### src/rtl/timer_pkg.sv
package timer_pkg;

  localparam int CNT_W  = 16;
  localparam int BYTE_W = 8;
  localparam logic [1:0] CTL_ADDR = 2'd3;

  typedef enum logic [1:0] {
    ACC_LATCH = 2'd0,
    ACC_LO    = 2'd1,
    ACC_HI    = 2'd2,
    ACC_BOTH  = 2'd3
  } acc_e;

  localparam logic [2:0] MODE_TERM   = 3'd0;
  localparam logic [2:0] MODE_RATE   = 3'd2;
  localparam logic [2:0] MODE_SQUARE = 3'd3;

endpackage

### src/rtl/timer_access.sv
module timer_access
  import timer_pkg::*;
(
  input  logic              clk,
  input  logic              rst_n,
  input  logic              cfg_wr,
  input  logic [1:0]        cfg_acc,
  input  logic              latch_cmd,
  input  logic              wr_stb,
  input  logic              rd_stb,
  input  logic [BYTE_W-1:0] din,
  input  logic [CNT_W-1:0]  live_cnt,
  output logic [BYTE_W-1:0] rd_byte,
  output logic              load_stb,
  output logic [CNT_W-1:0]  load_val
);

  acc_e              acc_q;
  logic              ptr_q;
  logic [BYTE_W-1:0] lo_q;
  logic [CNT_W-1:0]  lat_q;
  logic [1:0]        lat_left_q;

  logic              two_byte;
  logic              toggle;
  logic [CNT_W-1:0]  src;
  logic              sel_hi;

  assign two_byte = (acc_q == ACC_BOTH);
  assign toggle   = two_byte && (wr_stb || rd_stb);

  // a count write is complete on the single byte, or on the high byte of a pair
  assign load_stb = wr_stb && (!two_byte || ptr_q);

  always_comb begin
    case (acc_q)
      ACC_HI:   load_val = {din, {BYTE_W{1'b0}}};
      ACC_BOTH: load_val = {din, lo_q};
      default:  load_val = {{BYTE_W{1'b0}}, din};
    endcase
  end

  assign src     = (lat_left_q != 2'd0) ? lat_q : live_cnt;
  assign sel_hi  = (acc_q == ACC_HI) || (two_byte && ptr_q);
  assign rd_byte = sel_hi ? src[CNT_W-1:BYTE_W] : src[BYTE_W-1:0];

  always_ff @(posedge clk) begin
    if (!rst_n) begin
      acc_q      <= ACC_LO;
      ptr_q      <= 1'b0;
      lo_q       <= '0;
      lat_q      <= '0;
      lat_left_q <= 2'd0;
    end else if (cfg_wr) begin
      acc_q      <= acc_e'(cfg_acc);
      ptr_q      <= 1'b0;
      lat_left_q <= 2'd0;
    end else begin
      if (toggle) ptr_q <= ~ptr_q;
      if (wr_stb && two_byte && !ptr_q) lo_q <= din;
      if (latch_cmd && (lat_left_q == 2'd0)) begin
        lat_q      <= live_cnt;
        lat_left_q <= two_byte ? 2'd2 : 2'd1;
      end else if (rd_stb && (lat_left_q != 2'd0)) begin
        lat_left_q <= lat_left_q - 2'd1;
      end
    end
  end

endmodule

### src/rtl/timer_engine.sv
module timer_engine
  import timer_pkg::*;
#(
  parameter int CW = CNT_W
) (
  input  logic          clk,
  input  logic          rst_n,
  input  logic          tick,
  input  logic          cfg_wr,
  input  logic [2:0]    cfg_mode,
  input  logic          cfg_bcd,
  input  logic          load_stb,
  input  logic [CW-1:0] load_val,
  output logic [CW-1:0] count_o,
  output logic [2:0]    mode_o,
  output logic          out_o
);

  localparam int DIG = CW / 4;

  logic [2:0]    mode_q;
  logic          bcd_q;
  logic [CW-1:0] reload_q;
  logic [CW-1:0] count_q;
  logic [CW-1:0] half_q;
  logic          pend_q;
  logic          run_q;
  logic          out_q;
  logic [CW-1:0] dec_val;

  function automatic logic [CW-1:0] step_down(input logic [CW-1:0] v, input logic bcd);
    logic [CW-1:0] r;
    logic          brw;
    logic [3:0]    nib;
    if (!bcd) begin
      r = v - CW'(1);
    end else begin
      r   = v;
      brw = 1'b1;
      for (int d = 0; d < DIG; d++) begin
        nib = v[d*4 +: 4];
        if (brw) begin
          if (nib == 4'd0) begin
            r[d*4 +: 4] = 4'd9;
          end else begin
            r[d*4 +: 4] = nib - 4'd1;
            brw = 1'b0;
          end
        end
      end
    end
    return r;
  endfunction

  // half of the loaded value, with 0 taken as the full range
  function automatic logic [CW-1:0] halve(input logic [CW-1:0] v, input logic bcd);
    logic [CW-1:0] r;
    logic          odd;
    logic [3:0]    nib;
    r = '0;
    if (v == '0) begin
      if (bcd) r[CW-1 -: 4] = 4'd5;
      else     r[CW-1]      = 1'b1;
    end else if (!bcd) begin
      r = v >> 1;
    end else begin
      odd = 1'b0;
      for (int d = DIG - 1; d >= 0; d--) begin
        nib = v[d*4 +: 4];
        r[d*4 +: 4] = {1'b0, nib[3:1]} + (odd ? 4'd5 : 4'd0);
        odd = nib[0];
      end
    end
    return r;
  endfunction

  function automatic logic above(input logic [CW-1:0] a, input logic [CW-1:0] b);
    return (a == '0) || (a > b);
  endfunction

  assign dec_val = step_down(count_q, bcd_q);

  always_ff @(posedge clk) begin
    if (!rst_n) begin
      mode_q   <= MODE_TERM;
      bcd_q    <= 1'b0;
      reload_q <= '0;
      count_q  <= '0;
      half_q   <= '0;
      pend_q   <= 1'b0;
      run_q    <= 1'b0;
      out_q    <= 1'b1;
    end else if (cfg_wr) begin
      mode_q <= cfg_mode;
      bcd_q  <= cfg_bcd;
      pend_q <= 1'b0;
      run_q  <= 1'b0;
      out_q  <= (cfg_mode != MODE_TERM);
    end else if (load_stb) begin
      reload_q <= load_val;
      half_q   <= halve(load_val, bcd_q);
      pend_q   <= 1'b1;
      if (mode_q == MODE_TERM) out_q <= 1'b0;
    end else if (tick) begin
      if (pend_q) begin
        count_q <= reload_q;
        pend_q  <= 1'b0;
        run_q   <= 1'b1;
        if (mode_q != MODE_TERM) out_q <= 1'b1;
      end else if (run_q) begin
        case (mode_q)
          MODE_TERM: begin
            count_q <= dec_val;
            if (count_q == CW'(1)) out_q <= 1'b1;
          end
          MODE_RATE: begin
            if (count_q == CW'(1)) begin
              count_q <= reload_q;
              out_q   <= 1'b1;
            end else begin
              count_q <= dec_val;
              out_q   <= (count_q != CW'(2));
            end
          end
          MODE_SQUARE: begin
            if (count_q == CW'(1)) begin
              count_q <= reload_q;
              out_q   <= above(reload_q, half_q);
            end else begin
              count_q <= dec_val;
              out_q   <= above(dec_val, half_q);
            end
          end
          default: ;
        endcase
      end
    end
  end

  assign count_o = count_q;
  assign mode_o  = mode_q;
  assign out_o   = out_q;

endmodule

### src/rtl/interval_timer_trio.sv
module interval_timer_trio
  import timer_pkg::*;
#(
  parameter int NUM_CH = 3
) (
  input  logic              clk,
  input  logic              rst_n,
  input  logic              tick,
  input  logic [1:0]        bus_addr,
  input  logic              bus_wr,
  input  logic [BYTE_W-1:0] bus_wdata,
  input  logic              bus_rd,
  output logic [BYTE_W-1:0] bus_rdata,
  output logic [NUM_CH-1:0] tmr_out
);

  logic              ctl_wr;
  logic [1:0]        ctl_sel;
  logic [1:0]        ctl_acc;
  logic [2:0]        ctl_mode;
  logic              ctl_bcd;

  logic [NUM_CH-1:0][2:0]       ch_mode;
  logic [NUM_CH-1:0][CNT_W-1:0] ch_count;
  logic [BYTE_W-1:0]            ch_rbyte [NUM_CH];

  assign ctl_wr  = bus_wr && (bus_addr == CTL_ADDR);
  assign ctl_sel = bus_wdata[7:6];
  assign ctl_acc = bus_wdata[5:4];
  assign ctl_bcd = bus_wdata[0];

  // codes 6 and 7 fold onto the rate and square modes
  always_comb begin
    ctl_mode = bus_wdata[3:1];
    if (ctl_mode[2] && ctl_mode[1]) ctl_mode = {1'b0, ctl_mode[1:0]};
  end

  for (genvar i = 0; i < NUM_CH; i++) begin : g_ch
    localparam logic [1:0] IDX = 2'(i);
    logic hit;
    logic cfg_wr;
    logic latch_cmd;
    logic wr_stb;
    logic rd_stb;
    logic load_stb;
    logic [CNT_W-1:0] load_val;

    assign hit       = ctl_wr && (ctl_sel == IDX);
    assign cfg_wr    = hit && (ctl_acc != ACC_LATCH);
    assign latch_cmd = hit && (ctl_acc == ACC_LATCH);
    assign wr_stb    = bus_wr && (bus_addr == IDX);
    assign rd_stb    = bus_rd && (bus_addr == IDX);

    timer_access u_acc (
      .clk       (clk),
      .rst_n     (rst_n),
      .cfg_wr    (cfg_wr),
      .cfg_acc   (ctl_acc),
      .latch_cmd (latch_cmd),
      .wr_stb    (wr_stb),
      .rd_stb    (rd_stb),
      .din       (bus_wdata),
      .live_cnt  (ch_count[i]),
      .rd_byte   (ch_rbyte[i]),
      .load_stb  (load_stb),
      .load_val  (load_val)
    );

    timer_engine #(.CW(CNT_W)) u_eng (
      .clk      (clk),
      .rst_n    (rst_n),
      .tick     (tick),
      .cfg_wr   (cfg_wr),
      .cfg_mode (ctl_mode),
      .cfg_bcd  (ctl_bcd),
      .load_stb (load_stb),
      .load_val (load_val),
      .count_o  (ch_count[i]),
      .mode_o   (ch_mode[i]),
      .out_o    (tmr_out[i])
    );
  end

  always_comb begin
    bus_rdata = '0;
    for (int i = 0; i < NUM_CH; i++) begin
      if (bus_addr == 2'(i)) bus_rdata = ch_rbyte[i];
    end
  end

endmodule

### config.mk
export PLATFORM = sky130hd
export DESIGN_NAME = interval_timer_trio
export DESIGN_NICKNAME = d
export VERILOG_FILES = /design/src/rtl/timer_pkg.sv /design/src/rtl/timer_access.sv /design/src/rtl/timer_engine.sv /design/src/rtl/interval_timer_trio.sv
export SDC_FILE = /design/constraint.sdc
export NUM_CORES = 1
export LEC_CHECK = 0
export ABC_CLOCK_PERIOD_IN_PS = 7700
export BUFFER_PORTS_ARGS = -buffer_cell sky130_fd_sc_hd__clkbuf_2
export CAP_MARGIN = 20
export CORE_AREA = 2 2 157 159
export DETAILED_ROUTE_END_ITERATION = 10
export DIE_AREA = 0 0 159 161
export PLACE_DENSITY = 0.88
export SLEW_MARGIN = 25
export SYNTH_ARGS = -nofsm -noshare
export SYNTH_HDL_FRONTEND = slang
export SYNTH_SLANG_ARGS = --single-unit
export TNS_END_PERCENT = 20
### constraint.sdc
create_clock -name clk -period 7.7 [get_ports clk]
set_input_delay 1.54 -clock clk [delete_from_list [all_inputs] [get_ports clk]]
set_output_delay 1.54 -clock clk [all_outputs]
set_load 0.02 [all_outputs]
# Word-level counts from Yosys, hierarchy flattened
# Cells that the tools add are included.
[word_totals]
ff_bits = 252
in_bits = 15
out_inout_bits = 11
wordCells = 399
[op_classes]
add_sub_neg = 27
order_cmp = 6
n_eq_ne = 32
mux = 143
n_bitwise = 10
n_reduce_logical = 142
[ops]
columns = ["operator", "count"]
rows = [
  ["two-way mux 16 bit", 15],
  ["case mux 16 bit (2 select lines)", 6],
  ["logical NOT 16 bit", 9],
  ["greater-than comparator 16 bit", 6],
  ["two-way mux 4 bit", 24],
  ["two-way mux 12 bit", 6],
  ["two-way mux 1 bit", 61],
  ["equality test 16 x 1 -> 1 bit (second input constant)", 3],
  ["logical NOT 4 bit", 12],
  ["two-way mux 8 bit", 6],
  ["inequality test 16 x 2 -> 1 bit (second input constant)", 3],
  ["subtractor 16 x 1 -> 16 bit (second input constant)", 3],
  ["subtractor 4 x 1 -> 4 bit (second input constant)", 12],
  ["two-way mux 3 bit", 13],
  ["logical AND 1 bit", 38],
  ["adder 3 x 4 -> 4 bit", 9],
  ["nonzero test 3 bit", 10],
  ["nonzero test 2 bit", 13],
  ["equality test 2 bit (second input constant)", 9],
  ["equality test 3 x 2 -> 1 bit (second input constant)", 6],
  ["two-way mux 2 bit", 9],
  ["AND reduction 2 bit", 9],
  ["AND reduction 6 bit", 3],
  ["logical OR 1 bit", 15],
  ["other kinds (15)", 60],
]

# Logic depth before layout (Yosys ltp)
[logic_depth]
depth_word = 18
depth_mapped = 17
ltp_nobuf = 15

# Cells and area by module
# From an unflattened synthesis, not the netlist that was laid out.
[unflattened]
cells_unflattened = 2152
hier_area_um2 = 17466.8
[by_module_without_submodules]
columns = ["module", "n_inst", "cells_per_inst", "area_per_inst_um2", "seq_area_each_um2"]
rows = [
  ["timer_access", 3, 183, 1554.0, 580.6],
  ["timer_engine (g_ch[2].u_eng)", 1, 527, 4215.3, 1101.1],
  ["timer_engine (g_ch[1].u_eng)", 1, 521, 4152.7, 1101.1],
  ["timer_engine (g_ch[0].u_eng)", 1, 516, 4132.7, 1101.1],
  ["interval_timer_trio", 1, 39, 304.0, 0.0],
]

# Worst setup path after synthesis
# OpenSTA, ideal clock, no wires.
[synth_timing]
kind = "input -> output"
from = "input port bus_addr[0]"
to = "output port bus_rdata[0]"
arrival_time_ns = 2.720
required_ns = 6.160
path_slack_ns = 3.440
stages = 4
path_buffers = 2
path_cell_list = "buf_2 -> buf_1 -> mux2i_1 -> o21ai_0"
[synth_via]
elab_chain_cells = 4
elab_cells_between_ends = 6
classes_between = "eq/ne: 2; mux: 3; reduce/logical: 1"
[synth_rtl]
columns = ["item", "line_no", "rtl"]
rows = [
  ["start: declaration", "interval_timer_trio.sv:9", "input logic [1:0] bus_addr,"],
  ["logical NOT 2 bit", "interval_timer_trio.sv:87", "if (bus_addr == 2'(i)) bus_rdata = ch_rbyte[i];"],
  ["two-way mux 8 bit (2 in a row)", "interval_timer_trio.sv:87", ""],
  ["two-way mux 8 bit (*)", "interval_timer_trio.sv:87", ""],
  ["end: declaration", "interval_timer_trio.sv:13", "output logic [BYTE_W-1:0] bus_rdata,"],
]
# Mark *: on every way between the ends. The rest lies on a longest branch, timed or not.

# Final worst setup path
[layout_timing]
from = "register g_ch[0].u_acc.acc_q[1]"
to = "output port bus_rdata[5]"
[layout_via]
elab_chain_cells = 7
elab_cells_between_ends = 8
classes_between = "eq/ne: 2; mux: 4; reduce/logical: 2"
[layout_rtl]
columns = ["item", "line_no", "rtl"]
rows = [
  ["start: declaration", "timer_access.sv:18", "acc_e acc_q;"],
  ["start signal: assignment", "timer_access.sv:55", "acc_q <= acc_e'(cfg_acc);"],
  ["equality test 2 bit", "timer_access.sv:29", "assign two_byte = (acc_q == ACC_BOTH);"],
  ["logical AND 1 bit", "timer_access.sv:44", "assign sel_hi = (acc_q == ACC_HI) || (two_byte && ptr_q);"],
  ["logical OR 1 bit (*)", "timer_access.sv:44", ""],
  ["two-way mux 8 bit (*)", "timer_access.sv:45", "assign rd_byte = sel_hi ? src[CNT_W-1:BYTE_W] : src[BYTE_W-1:0];"],
  ["two-way mux 8 bit (*) (3 in a row)", "interval_timer_trio.sv:87", ""],
]
# Marked as above.

==> flow_summary.toml <==
[run]
drv_cap = 0

[power_and_ir_drop]
power_density_nw_per_um2 = 202
peakVddDrop_mv = 0.197
p_leak_uw = 0.00708

[synthesis]
synth_top_family_by_area = "simple AND/OR/NAND/NOR gates"
yosysMostFrequentCell = "nor2_1"
synth-xor-area-share = 0.0203
synthArstFlopShare = 0
synth.largest_area_cell = "dfxtp_1"
yosysWarnings = 0
syn_avg_cell_area_um2 = 7.93
ys_top_cells_by_area = "dfxtp_1 31%, ha_1 11%, nor2_1 6.3%, a21oi_1 6.0%, mux2i_1 4.7%"
synth_flop_cell = "dfxtp_1"
synth.area.mux_share = 0.0906
synth_top_area_frac = 0.309
synth_seq_cells = 252
synth_cells = 2059
synthAdderAreaFrac = 0.106
synth.distinct_cells = 85
syn-cell-area_um2 = 16300
syn-num-nets = 2212
yosys.area_share.simple = 0.212
yosysSeqAreaShare = 0.309
synth_compound_area_frac = 0.196
synth_common_cells = "274 x nor2_1, 252 x dfxtp_1, 202 x nand2_1"
synth_edf_count = 0

[setup_path]
startpoint = "g_ch[0].u_acc.acc_q[1]"
rrSetupSlack_ns = 3.20
start_kind = "flip-flop"
crit_arrival_ns = 3.23
ff2ff_path_depth = 14
end_kind = "output port"
path_max_fanout = 26
cp.depth = 6
crit_family = "compound AO/OA/AOI/OAI gates"
critPathMaxStageDelay_ns = 0.87
crit_chain = "buf_4, a21boi_1, mux4_2, mux2i_1, o21ai_0, clkbuf_2"
required_ns = 6.16
slowest_stage = "a21boi_1"
path_class = "reg -> out"
crit_path_end = "bus_rdata[5]"
reg2reg_to = "g_ch[1].u_eng.out_o"
timing.rr.start = "g_ch[1].u_eng.count_o[0]"
path_buf_inv = 2

[floorplan]
fp.dieH_um = 161
start_util = 0.681
core_area_um2 = 24000
num_io_pins = 26
die_area_um2 = 25600
die_w_um = 159
fp-row-count = 57

[outcome]
status = "finished, final reports clean"

[clocking]
clock_tree.root_cell = "clkbuf_16"
post_cts_buffers = 0
post_cts_resized = 0
clk_pin_slew_ns = 0.06
clock_path_buffers = 3
cts_buffers = 28
clk-insertion-delay-late_ns = 0.55
hold_buffers = 0
cts_tree = "yes"
cts.sinks = 252
cts_htree_levels = 1

[finish]
layout-drive-gt1-share = 0.0809
nNetsFinal = 2136
antenna_cells = 0
nFillCells = 1764
regArea_um2 = 5050
finalNonFillerCells = 2327
syn2layout_area_growth_pct = 6.92
multi_input_area_um2 = 10300

[sta]
finalSetupViolCount = 0
final_max_slew_viol_count = 0
period_needed_ns = 4.77
max_freq_mhz = 210
rsz0062_at_grt = "no"
period_share = 0.619
clock-skew-final_ns = 0.00916
fin_tns_setup_ns = 0
max_slew_margin = 0.320
worst_pin_slew_ns = 1.02
hold_violations = 0

[placement]
finalWeightedCongestion = 0.969
portBuffers = 25
dp_cells = 2277
dp_hpwl_um = 32300

[global_route]
grt_pass1_wl_um = 74800
grt_use_total = 0.351
grt_max_degree = 155
grt_pass1_vias = 14700
overflow = 0
antenna_found_initial = 1

[routing]
drc_errors = 0
drt-initial-drc-count = 2032
vias = 15400
dr.pass1.iters = 8
via_per_inst = 6.63
wire_per_inst_um = 19.9
ant_nets = 0
drt-total-wl_um = 46400

[min_path]
holdCritPathClass = "reg -> reg"
[stage by stage]
| stage | total power [µW] | util | worst slack [ns] | hold slack [ns] | cell area (µm²) |
|---|---|---|---|---|---|
| detailed placement | 2070 | 0.686 | 2.81 | 0.445 | 16400 |
| CTS | 3510 | 0.728 | 2.88 | 0.453 | 17400 |
| floorplan | 1900 | - | 3.44 | 0.429 | 16300 |
| global route | 3650 | 0.729 | 2.86 | 0.467 | 17500 |
| finish | 3530 | 0.729 | 2.93 | 0.451 | 17500 |
| global placement | 2030 | 0.684 | 2.96 | 0.438 | 16400 |
[logic make-up (layout without fill, tap and decap cells)]
kind of cell,Yosys count,in the layout
and+or+nand+nor,738,738
muxes,116,116
adders and majority gates,138,138
buffers and inverters,278,222
xor gates and xnor gates,37,37
DFF,252,252
AOI/OAI and AO/OA,500,500
[worst min-delay path by stage]
stage / from / end / cells after the start
floorplan: g_ch[0].u_eng.run_q / g_ch[0].u_eng.run_q / 2
global placement: g_ch[0].u_acc.lat_q[14] / g_ch[0].u_acc.lat_q[14] / 2
detailed placement: g_ch[2].u_acc.lat_q[1] / g_ch[2].u_acc.lat_q[1] / 2
CTS: g_ch[2].u_acc.lat_q[1] / g_ch[2].u_acc.lat_q[1] / 2
global route: g_ch[2].u_acc.lat_q[1] / g_ch[2].u_acc.lat_q[1] / 2
finish: g_ch[2].u_acc.lat_q[1] / g_ch[2].u_acc.lat_q[1] / 2
[state kept, by name, indices dropped and copies added, names as in the netlist]
register,count
g_ch.u_acc.acc_q,6
g_ch.u_acc.lat_left_q,6
g_ch.u_eng.count_o,48
g_ch.u_acc.lat_q,48
g_ch.u_acc.ptr_q,3
g_ch.u_acc.lo_q,24
g_ch.u_eng.pend_q,3
g_ch.u_eng.half_q,48
g_ch.u_eng.mode_o,9
g_ch.u_eng.bcd_q,3
g_ch.u_eng.out_o,3
g_ch.u_eng.reload_q,48
g_ch.u_eng.run_q,3
[layout by cell type, fill, tap and decap left out, types with 17 or more instances in the layout]
cell type  synthesis  final
a211oi_1          50     50
a21oi_1          197    197
a22oi_1           38     38
a31oi_1           17     17
and2_1            22     22
clkbuf_16          0     29
clkbuf_2           1     25
dfxtp_1          252    251
ha_1             138    138
inv_1            129    129
mux2i_1           77     77
mux4_2            24     24
nand2_1          202    202
nand3_1           50     47
nand4_1           32     32
nor2_1           274    274
nor2b_1           29     29
nor3_1            28     28
nor4_1            26     26
o21ai_0           62     62
xnor2_1           33     33
[cell type report]
class	instances	share of cell area
multi-input combinational	1529	0.588
sequential	252	0.289
tap	324	0.0232
inverter	131	0.0286
timing repair buffer	41	0.0145
clock inverter	14	0.0128
clock buffer	36	0.0442
[tightest hold or removal path, stage by stage (launching register included)]
cell     delay [ns]
dfxtp_1        0.30
nand2_1        0.05
a21oi_1        0.05
[per-layer routing]
metal  global-route usage  wire length [µm]  vias up
li1                     -                 -     7163
met4                0.150              1910        2
met5                    0                11        -
met1                0.476             18900     7253
met2                0.570             21100      838
met3               0.0444              4440      168
[power by group]
| part | total, µW | switching [µW] | internal (µW) |
|---|---|---|---|
| clock network | 1460 | 558 | 905 |
| logic | 692 | 424 | 268 |
| registers | 1380 | 45.4 | 1330 |
(Power assumes the default switching activity.)
